$ cat config.mk
export PLATFORM = sky130hd
export DESIGN_NAME = tsc_capture
export DESIGN_NICKNAME = d
export VERILOG_FILES = /design/src/rtl/tsc_pkg.sv /design/src/rtl/tsc_rx_filter.sv /design/src/rtl/tsc_slot.sv /design/src/rtl/tsc_read_port.sv /design/src/rtl/tsc_capture.sv
export SDC_FILE = /design/constraint.sdc
export NUM_CORES = 1
export LEC_CHECK = 0
export BUFFER_PORTS_ARGS = -buffer_cell sky130_fd_sc_hd__buf_2
export CELL_PAD_IN_SITES_DETAIL_PLACEMENT = 0
export CELL_PAD_IN_SITES_GLOBAL_PLACEMENT = 2
export CORE_MARGIN = 5
export CORE_UTILIZATION = 36
export DETAILED_ROUTE_END_ITERATION = 7
export PLACE_DENSITY_LB_ADDON = 0.1
export SYNTH_ARGS = -nofsm -noshare
export SYNTH_HDL_FRONTEND = slang
export SYNTH_HIERARCHICAL = 1
export SYNTH_SLANG_ARGS = --single-unit
$ cat constraint.sdc
create_clock -name clk -period 3.58 [get_ports clk]
set_input_delay 0.358 -clock clk [delete_from_list [all_inputs] [get_ports clk]]
set_output_delay 0.358 -clock clk [all_outputs]
set_load 0.01 [all_outputs]
$ cat src/rtl/tsc_pkg.sv
package tsc_pkg;
  localparam int NUM_DIRS = 2;
  localparam int DIR_RX   = 0;
  localparam int DIR_TX   = 1;

  typedef enum logic [1:0] {
    RXM_V1_UDP = 2'd0,
    RXM_V2_L2  = 2'd1,
    RXM_V2_ANY = 2'd2,
    RXM_ALL    = 2'd3
  } rx_mode_e;

  typedef enum logic [1:0] {
    PC_OTHER  = 2'd0,
    PC_V1_UDP = 2'd1,
    PC_V2_L2  = 2'd2,
    PC_V2_UDP = 2'd3
  } pkt_class_e;

  localparam logic [3:0] V2_EVENT_LAST = 4'd3;
endpackage

$ cat src/rtl/tsc_rx_filter.sv
module tsc_rx_filter
  import tsc_pkg::*;
(
  input  logic       strobe,
  input  logic [1:0] mode,
  input  logic [1:0] cls,
  input  logic [3:0] msg,
  input  logic       v1_dreq,
  output logic       hit
);
  logic v2_event;
  logic v1_sel;
  pkt_class_e cls_e;

  assign cls_e    = pkt_class_e'(cls);
  assign v2_event = (msg <= V2_EVENT_LAST);
  assign v1_sel   = (msg == {3'b000, v1_dreq});

  always_comb begin
    hit = 1'b0;
    unique case (rx_mode_e'(mode))
      RXM_V1_UDP: hit = (cls_e == PC_V1_UDP) && v1_sel;
      RXM_V2_L2:  hit = (cls_e == PC_V2_L2) && v2_event;
      RXM_V2_ANY: hit = ((cls_e == PC_V2_L2) || (cls_e == PC_V2_UDP)) && v2_event;
      RXM_ALL:    hit = 1'b1;
      default:    hit = 1'b0;
    endcase
    hit = hit && strobe;
  end
endmodule

$ cat src/rtl/tsc_slot.sv
module tsc_slot #(
  parameter int TIME_W = 64,
  parameter int MISS_W = 8
) (
  input  logic              clk,
  input  logic              rst_n,
  input  logic              en,
  input  logic              strobe,
  input  logic              release_i,
  input  logic [TIME_W-1:0] time_i,
  output logic              valid,
  output logic [TIME_W-1:0] stamp,
  output logic [MISS_W-1:0] miss
);
  localparam logic [MISS_W-1:0] MISS_MAX = '1;

  logic take;
  logic drop;

  assign take = en && strobe && !valid;
  assign drop = en && strobe && valid;

  always_ff @(posedge clk) begin
    if (!rst_n) begin
      valid <= 1'b0;
      stamp <= '0;
    end else if (take) begin
      valid <= 1'b1;
      stamp <= time_i;
    end else if (release_i) begin
      valid <= 1'b0;
    end
  end

  always_ff @(posedge clk) begin
    if (!rst_n) begin
      miss <= '0;
    end else if (drop && (miss != MISS_MAX)) begin
      miss <= miss + 1'b1;
    end
  end
endmodule

$ cat src/rtl/tsc_read_port.sv
module tsc_read_port
  import tsc_pkg::*;
#(
  parameter int TIME_W = 64
) (
  input  logic                             rd_en,
  input  logic                             rd_dir,
  input  logic                             rd_hi,
  input  logic [NUM_DIRS-1:0][TIME_W-1:0]  stamps,
  output logic [TIME_W/2-1:0]              rd_data,
  output logic [NUM_DIRS-1:0]              release_o
);
  localparam int WORD_W = TIME_W / 2;

  logic [TIME_W-1:0] sel_stamp;

  assign sel_stamp = stamps[rd_dir];
  assign rd_data   = rd_hi ? sel_stamp[TIME_W-1:WORD_W] : sel_stamp[WORD_W-1:0];

  for (genvar d = 0; d < NUM_DIRS; d++) begin : g_rel
    assign release_o[d] = rd_en && rd_hi && (int'(rd_dir) == d);
  end
endmodule

$ cat src/rtl/tsc_capture.sv
module tsc_capture
  import tsc_pkg::*;
#(
  parameter int TIME_W = 64,
  parameter int MISS_W = 8
) (
  input  logic                clk,
  input  logic                rst_n,
  input  logic [TIME_W-1:0]   time_now,
  input  logic                rx_en,
  input  logic                rx_match,
  input  logic [1:0]          rx_class,
  input  logic [3:0]          rx_msg,
  input  logic [1:0]          rx_mode,
  input  logic                v1_dreq,
  input  logic                tx_en,
  input  logic                tx_match,
  input  logic                rd_en,
  input  logic                rd_dir,
  input  logic                rd_hi,
  output logic [TIME_W/2-1:0] rd_data,
  output logic                rx_valid,
  output logic                tx_valid,
  output logic [MISS_W-1:0]   rx_miss,
  output logic [MISS_W-1:0]   tx_miss
);
  logic                            rx_hit;
  logic [NUM_DIRS-1:0]             en_v;
  logic [NUM_DIRS-1:0]             strobe_v;
  logic [NUM_DIRS-1:0]             release_v;
  logic [NUM_DIRS-1:0]             valid_v;
  logic [NUM_DIRS-1:0][TIME_W-1:0] stamp_q;
  logic [NUM_DIRS-1:0][MISS_W-1:0] miss_v;

  tsc_rx_filter u_filter (
    .strobe  (rx_match),
    .mode    (rx_mode),
    .cls     (rx_class),
    .msg     (rx_msg),
    .v1_dreq (v1_dreq),
    .hit     (rx_hit)
  );

  assign en_v[DIR_RX]     = rx_en;
  assign en_v[DIR_TX]     = tx_en;
  assign strobe_v[DIR_RX] = rx_hit;
  assign strobe_v[DIR_TX] = tx_match;

  for (genvar d = 0; d < NUM_DIRS; d++) begin : g_slot
    tsc_slot #(.TIME_W(TIME_W), .MISS_W(MISS_W)) u_slot (
      .clk       (clk),
      .rst_n     (rst_n),
      .en        (en_v[d]),
      .strobe    (strobe_v[d]),
      .release_i (release_v[d]),
      .time_i    (time_now),
      .valid     (valid_v[d]),
      .stamp     (stamp_q[d]),
      .miss      (miss_v[d])
    );
  end

  tsc_read_port #(.TIME_W(TIME_W)) u_rd (
    .rd_en     (rd_en),
    .rd_dir    (rd_dir),
    .rd_hi     (rd_hi),
    .stamps    (stamp_q),
    .rd_data   (rd_data),
    .release_o (release_v)
  );

  assign rx_valid = valid_v[DIR_RX];
  assign tx_valid = valid_v[DIR_TX];
  assign rx_miss  = miss_v[DIR_RX];
  assign tx_miss  = miss_v[DIR_TX];
endmodule

; ---- Yosys cells after proc, flatten, opt, wreduce, memory -nomap -nowiden
; Index checks and enable logic that the tools add are counted.
[classes]
n_addsub = 2
n_lt_le_gt_ge = 2
eq_ne = 9
mux = 8
n_bitwise = 1
n_reduce_logical = 21
[ops]
columns = op, n
row1 = $mux W64, 2
row2 = $mux W32, 1
row3 = $add A8 B1 Y8 const B, 2
row4 = $ne A8 B8 Y1 const B, 2
row5 = $logic_and A1 B1 Y1, 15
row6 = $eq A2 B2 Y1 const B, 4
row7 = $eq A2 B1 Y1 const B, 2
row8 = $eq A4 B1 Y1, 1
row9 = $le A4 B2 Y1 const B, 1
row10 = $mux W1, 4
row11 = $pmux W1 S4, 1
row12 = $reduce_bool A2 Y1, 2
row13 = $logic_not A1 Y1, 2
row14 = $logic_not A2 Y1, 1
row15 = $lt A1 B2 Y1 const B, 1
row16 = $logic_or A1 B1 Y1, 1
row17 = $not A1 Y1, 1
[word_totals]
register_bits = 146
inputBits = 82
out_inout_bits = 50
elab_cells = 49

; ---- Depth between registers and ports, before layout
[logic_depth]
ltp_word = 8
depth_mapped = 10
mapped_depth_nobuf = 8

; ---- Modules after synthesis
; The synthesis kept the hierarchy.
[by_module_without_submodules]
columns = mod, instances, cells_each, area_per_inst_um2
row1 = tsc_slot, 2, 328, 2795.2
row2 = tsc_read_port, 1, 42, 833.3
row3 = tsc_rx_filter, 1, 14, 110.1

; ---- Worst setup path before layout
; OpenSTA, ideal clock, no wires.
[synth_path]
kind = input-to-reg
from = input rx_mode[0]
to = register g_slot[0].u_slot.stamp[0]
setup_ns = 0.122
arrival_ns = 1.880
required_ns = 3.458
setup_slack_ns = 1.578
stages = 10
cell_sequence = inv_1 > ha_1 > o2111ai_1 > a221oi_2 > nand2_1 > or2_2 > buf_2 > buf_2 > nand2_1 > a21boi_0
[synth_between]
elab_chain_len = 5
elab_cells_between_ends = 8
classes_between = eq/ne: 3 / mux: 1 / reduce/logical: 4
[synth_rtl]
columns = element, line
row1 = start: declaration, tsc_capture.sv:14  ; input logic [1:0] rx_mode,
row2 = $eq A2 B2 Y1 (tied with other cells), tsc_rx_filter.sv:21  ; unique case (rx_mode_e'(mode))
row3 = $pmux W1 S4 *, tsc_rx_filter.sv:21
row4 = $logic_and A1 B1 Y1 *, tsc_rx_filter.sv:28  ; hit = hit && strobe;
row5 = via rx_hit, tsc_capture.sv:27  ; logic rx_hit;
row6 = $logic_and A1 B1 Y1 * (2 in series), tsc_slot.sv:20  ; assign take = en && strobe && !valid;
row7 = end signal: assignment, tsc_slot.sv:29  ; stamp <= time_i;
row8 = end: declaration, tsc_slot.sv:12  ; output logic [TIME_W-1:0] stamp,
; The timed path passes the listed nets; every way through them passes the cells marked *.
; A chain may end at the register's enable or synchronous reset.

; ---- Worst setup path in the final report
[layout_path]
from = input rd_dir
to = output rd_data[31]
[layout_between]
elab_chain_len = 3
[layout_rtl]
columns = element, line
row1 = start: declaration, tsc_capture.sv:19  ; input logic rd_dir,
row2 = $mux W64 (implied by the code) (2 in series), tsc_read_port.sv:17  ; assign sel_stamp = stamps[rd_dir];
row3 = $mux W32, tsc_read_port.sv:18  ; assign rd_data = rd_hi ? sel_stamp[TIME_W-1:WORD_W] : sel_stamp[WORD_W-1:0];
row4 = end: declaration, tsc_capture.sv:21  ; output logic [TIME_W/2-1:0] rd_data,
; Every way passes these cells. The select of a mux whose other input is x is not followed.

==> impl_metrics.env <==
export IMPL_crit_slowest_cell="mux4_1"
export IMPL_chipWidth_um=144.7
export IMPL_critical_path_class="input pin to primary output"
export IMPL_cts_buffers=17
export IMPL_die_area_um2=20940
export IMPL_cp_data_arrival_time_ns=1.88
export IMPL_fin_ws_ns=1.345
export IMPL_synth_seq_cells=146
export IMPL_vias=5316
export IMPL_final_cells=1060
export IMPL_clockRootBuffer="clkbuf_16"
export IMPL_path_depth=4
export IMPL_synthToLayoutAreaGrowth_pct=20.82
export IMPL_reg2regPathDepth=4
export IMPL_met3_length_um=993
export IMPL_dp_hpwl_mm=10.74
export IMPL_pin_count=132
export IMPL_cp_required_ns=3.22
export IMPL_clkLatencyLatePin_ns=0.42
export IMPL_postSynthAreaPerCell_um2=9.177
export IMPL_chipHeight_um=144.7
export IMPL_post_cts_buffers=0
export IMPL_synthCells=712
export IMPL_worst_path_most_repeated_cell="buf_2"
export IMPL_whs_path_depth=3
export IMPL_antenna_found_initial=2
export IMPL_grt_pass1_wl_mm=28.43
export IMPL_hold_violations=0
export IMPL_cts_sinks=146
export IMPL_m1WireLength_mm=7.940
export IMPL_grt_pass1_vias=5647
export IMPL_grt_ovfl_total=0
export IMPL_path_buf_inv=3
export IMPL_holdBufCountCts=0
export IMPL_rr_endpoint="g_slot[1].u_slot/stamp[59]"
export IMPL_antenna_left=0
export IMPL_ys_warn_count=6
export IMPL_critPathMaxFanout=19
export IMPL_port_buffers=131
export IMPL_post_cts_resized=0
export IMPL_grt_use_total_pct=17.27
export IMPL_syn_cell_area_um2=6534
export IMPL_grt_max_degree=116
export IMPL_antenna_cells=0
export IMPL_startpoint_type="input pin"
export IMPL_power_density_nw_per_um2=483.6
export IMPL_leakage_nw=3.050
export IMPL_coreArea_um2=17900
export IMPL_min_from="time_now[3]"
export IMPL_maxSlewViolCount=0
export IMPL_cp_end_kind="primary output"
export IMPL_place_area_um2=7297
export IMPL_cp_slowest_stage_delay_ns=0.60
export IMPL_drt_wl_total_mm=17.38
export IMPL_worst_pin_slew_ns=1.040
export IMPL_h_tree_depth=4
export IMPL_cts_buffer_depth=2
export IMPL_synth_seq_area_share_pct=44.73
export IMPL_syn_num_nets=799
export IMPL_reg2reg_slack_ns=1.80
export IMPL_gp_congestion=0.8283
export IMPL_worst_clock_skew_ns=0.006726
export IMPL_drt_iter0_markers=271
export IMPL_cap_violations=0
export IMPL_first_pass_iters=4
export IMPL_r2r_start="g_slot[1].u_slot/valid"
export IMPL_post_place_cells=1028
export IMPL_cp_top_family="buffers and inverters"
export IMPL_setup_viol=0
export IMPL_viasPerCell=5.015
export IMPL_rows=49
export IMPL_drc=0
export IMPL_layout_nets=905
export IMPL_rsz0062_at_grt="false"
export IMPL_synthDistinctLibCells=41
export IMPL_hold_worst_slack_ns=0.1990
export IMPL_met2_length_mm=8.267
export IMPL_path_cells="buf_2 > buf_12 > mux4_1 > buf_2"
export IMPL_irDropWorstVdd_mv=0.3091
export IMPL_maxSlewHeadroom_pct=30.69
export IMPL_wl_per_cell_um=16.39
export IMPL_status="complete, no violations"
export IMPL_hold_path_class="input pin to flip-flop"
export IMPL_drive_gt1_share_pct=25.27
export IMPL_cts_tree="built"
export IMPL_fmax_mhz=447.4
export IMPL_fin_crit_sh_pct=62.44
export IMPL_hold_end="g_slot[1].u_slot/stamp[3]"
export IMPL_period_minus_slack_ns=2.235
export IMPL_initial_utilization_pct=36.50
export IMPL_top_layer_used="met5"
export IMPL_fin_area_um2=7894
export IMPL_tns_ns=0
export IMPL_pre_cts_slack_ns=1.138
export IMPL_cts_clk_slew_worst_paths_ns=0.06
-- final cells by class --
type | instances | area (um^2)
clock buffers | 20 | 466.7
clock inverters | 12 | 130.1
fillers | 1749 | 10010
inverters | 4 | 15.01
multi-input cells | 512 | 3332
flip-flops and latches | 146 | 2923
well taps | 229 | 286.5
repair buffers | 137 | 740.7
-- flip-flops by register name, summed over array words and instances (netlist names) --
name / flops
g_slot.u_slot/miss: 16
g_slot.u_slot/stamp: 128
g_slot.u_slot/valid: 2
-- synth_stat cells --
library cell / count / share of area (%)
nor3b_1: 2 / 0.23
xnor2_1: 3 / 0.40
buf_12: 2 / 0.61
mux4_1: 3 / 1.2
or3_1: 2 / 0.19
mux4_2: 29 / 10
and3_4: 2 / 0.34
nand2_1: 264 / 15
a221oi_2: 1 / 0.23
nand4_1: 3 / 0.29
buf_8: 1 / 0.23
o21bai_1: 2 / 0.23
nor2_1: 8 / 0.46
and3b_1: 1 / 0.13
o21ai_1: 2 / 0.15
dfxtp_1: 146 / 45
o221a_2: 2 / 0.34
buf_6: 1 / 0.17
a211oi_1: 2 / 0.23
nand4_4: 2 / 0.65
nor2_4: 1 / 0.17
inv_1: 4 / 0.23
or2b_1: 2 / 0.23
xor2_1: 2 / 0.27
clkbuf_1: 18 / 1.0
buf_2: 28 / 2.1
and2_1: 4 / 0.38
a21boi_0: 130 / 15
a21boi_1: 2 / 0.23
or2_2: 2 / 0.19
o21ai_0: 6 / 0.46
nor2_2: 2 / 0.19
a21oi_1: 6 / 0.46
o311a_1: 2 / 0.31
nand3_1: 12 / 0.92
nor3_1: 2 / 0.15
and3_1: 1 / 0.096
o31ai_1: 2 / 0.23
ha_1: 5 / 0.96
and4_1: 2 / 0.27
o2111ai_1: 1 / 0.13
-- through the flow --
step | util, % | power, W
after floorplan | - | 0.001949
after global placement | 40.76 | 0.002079
after detailed placement | 40.76 | 0.002088
after CTS | 44.09 | 0.003879
after global routing | 44.09 | 0.003984
final | 44.09 | 0.003818
-- where the power goes --
group / internal, W / total (W) / switching [W]
clock: 0.00108 / 0.00177 / 0.000690
combinational: 0.000146 / 0.000333 / 0.000187
sequential: 0.00168 / 0.00171 / 0.0000300
-- routing by layer --
layer / track usage, % / up-vias
met5: 0 / -
met4: 4.418 / 4
met3: 5.488 / 13
met2: 29.33 / 105
met1: 21.33 / 2564
li1: - / 2630
-- worst max-delay path by stage --
stage	from	end
floorplan	rx_mode[0]	g_slot[0].u_slot/stamp[0]
global placement	rx_mode[0]	g_slot[0].u_slot/stamp[41]
detailed placement	rx_mode[0]	g_slot[0].u_slot/stamp[26]
CTS	rd_dir	rd_data[31]
global route	rd_dir	rd_data[31]
finish	rd_dir	rd_data[31]
-- worst min-delay path, delay by kind of cell --
| kind | cells | cell delay, ns |
|---|---|---|
| buffers and inverters | 1 | 0.10 |
| AND/OR/NAND/NOR | 1 | 0.04 |
| AO/OA/AOI/OAI | 1 | 0.06 |
-- kinds of logic after synthesis --
| kind of cell | Yosys count | synth area share (%) |
|---|---|---|
| simple gates | 312 | 20.07 |
| compound gates | 158 | 17.94 |
| xor+xnor | 5 | 0.6704 |
| buf+inv | 54 | 4.423 |
| fa+ha+maj | 5 | 0.9575 |
| flops | 146 | 44.73 |
| mux | 32 | 11.20 |
-- layout by cell type, fill, tap and decap left out, types with 3 or more instances in the layout --
master     count
nand3_1       12
buf_4          4
clkbuf_16     17
clkinv_2       4
nand2_1      264
nor2_1         8
inv_1          4
a21oi_1        6
buf_2        130
and2_1         4
nor2_4         3
dfxtp_1      146
mux4_2        29
a21boi_0     130
o21ai_0        6
clkinv_4       3
ha_1           5
buf_12         3
xnor2_1        3
nand4_1        3
mux4_1         3
clkbuf_8       3
Note: power is estimated with default switching activity, not from simulation.
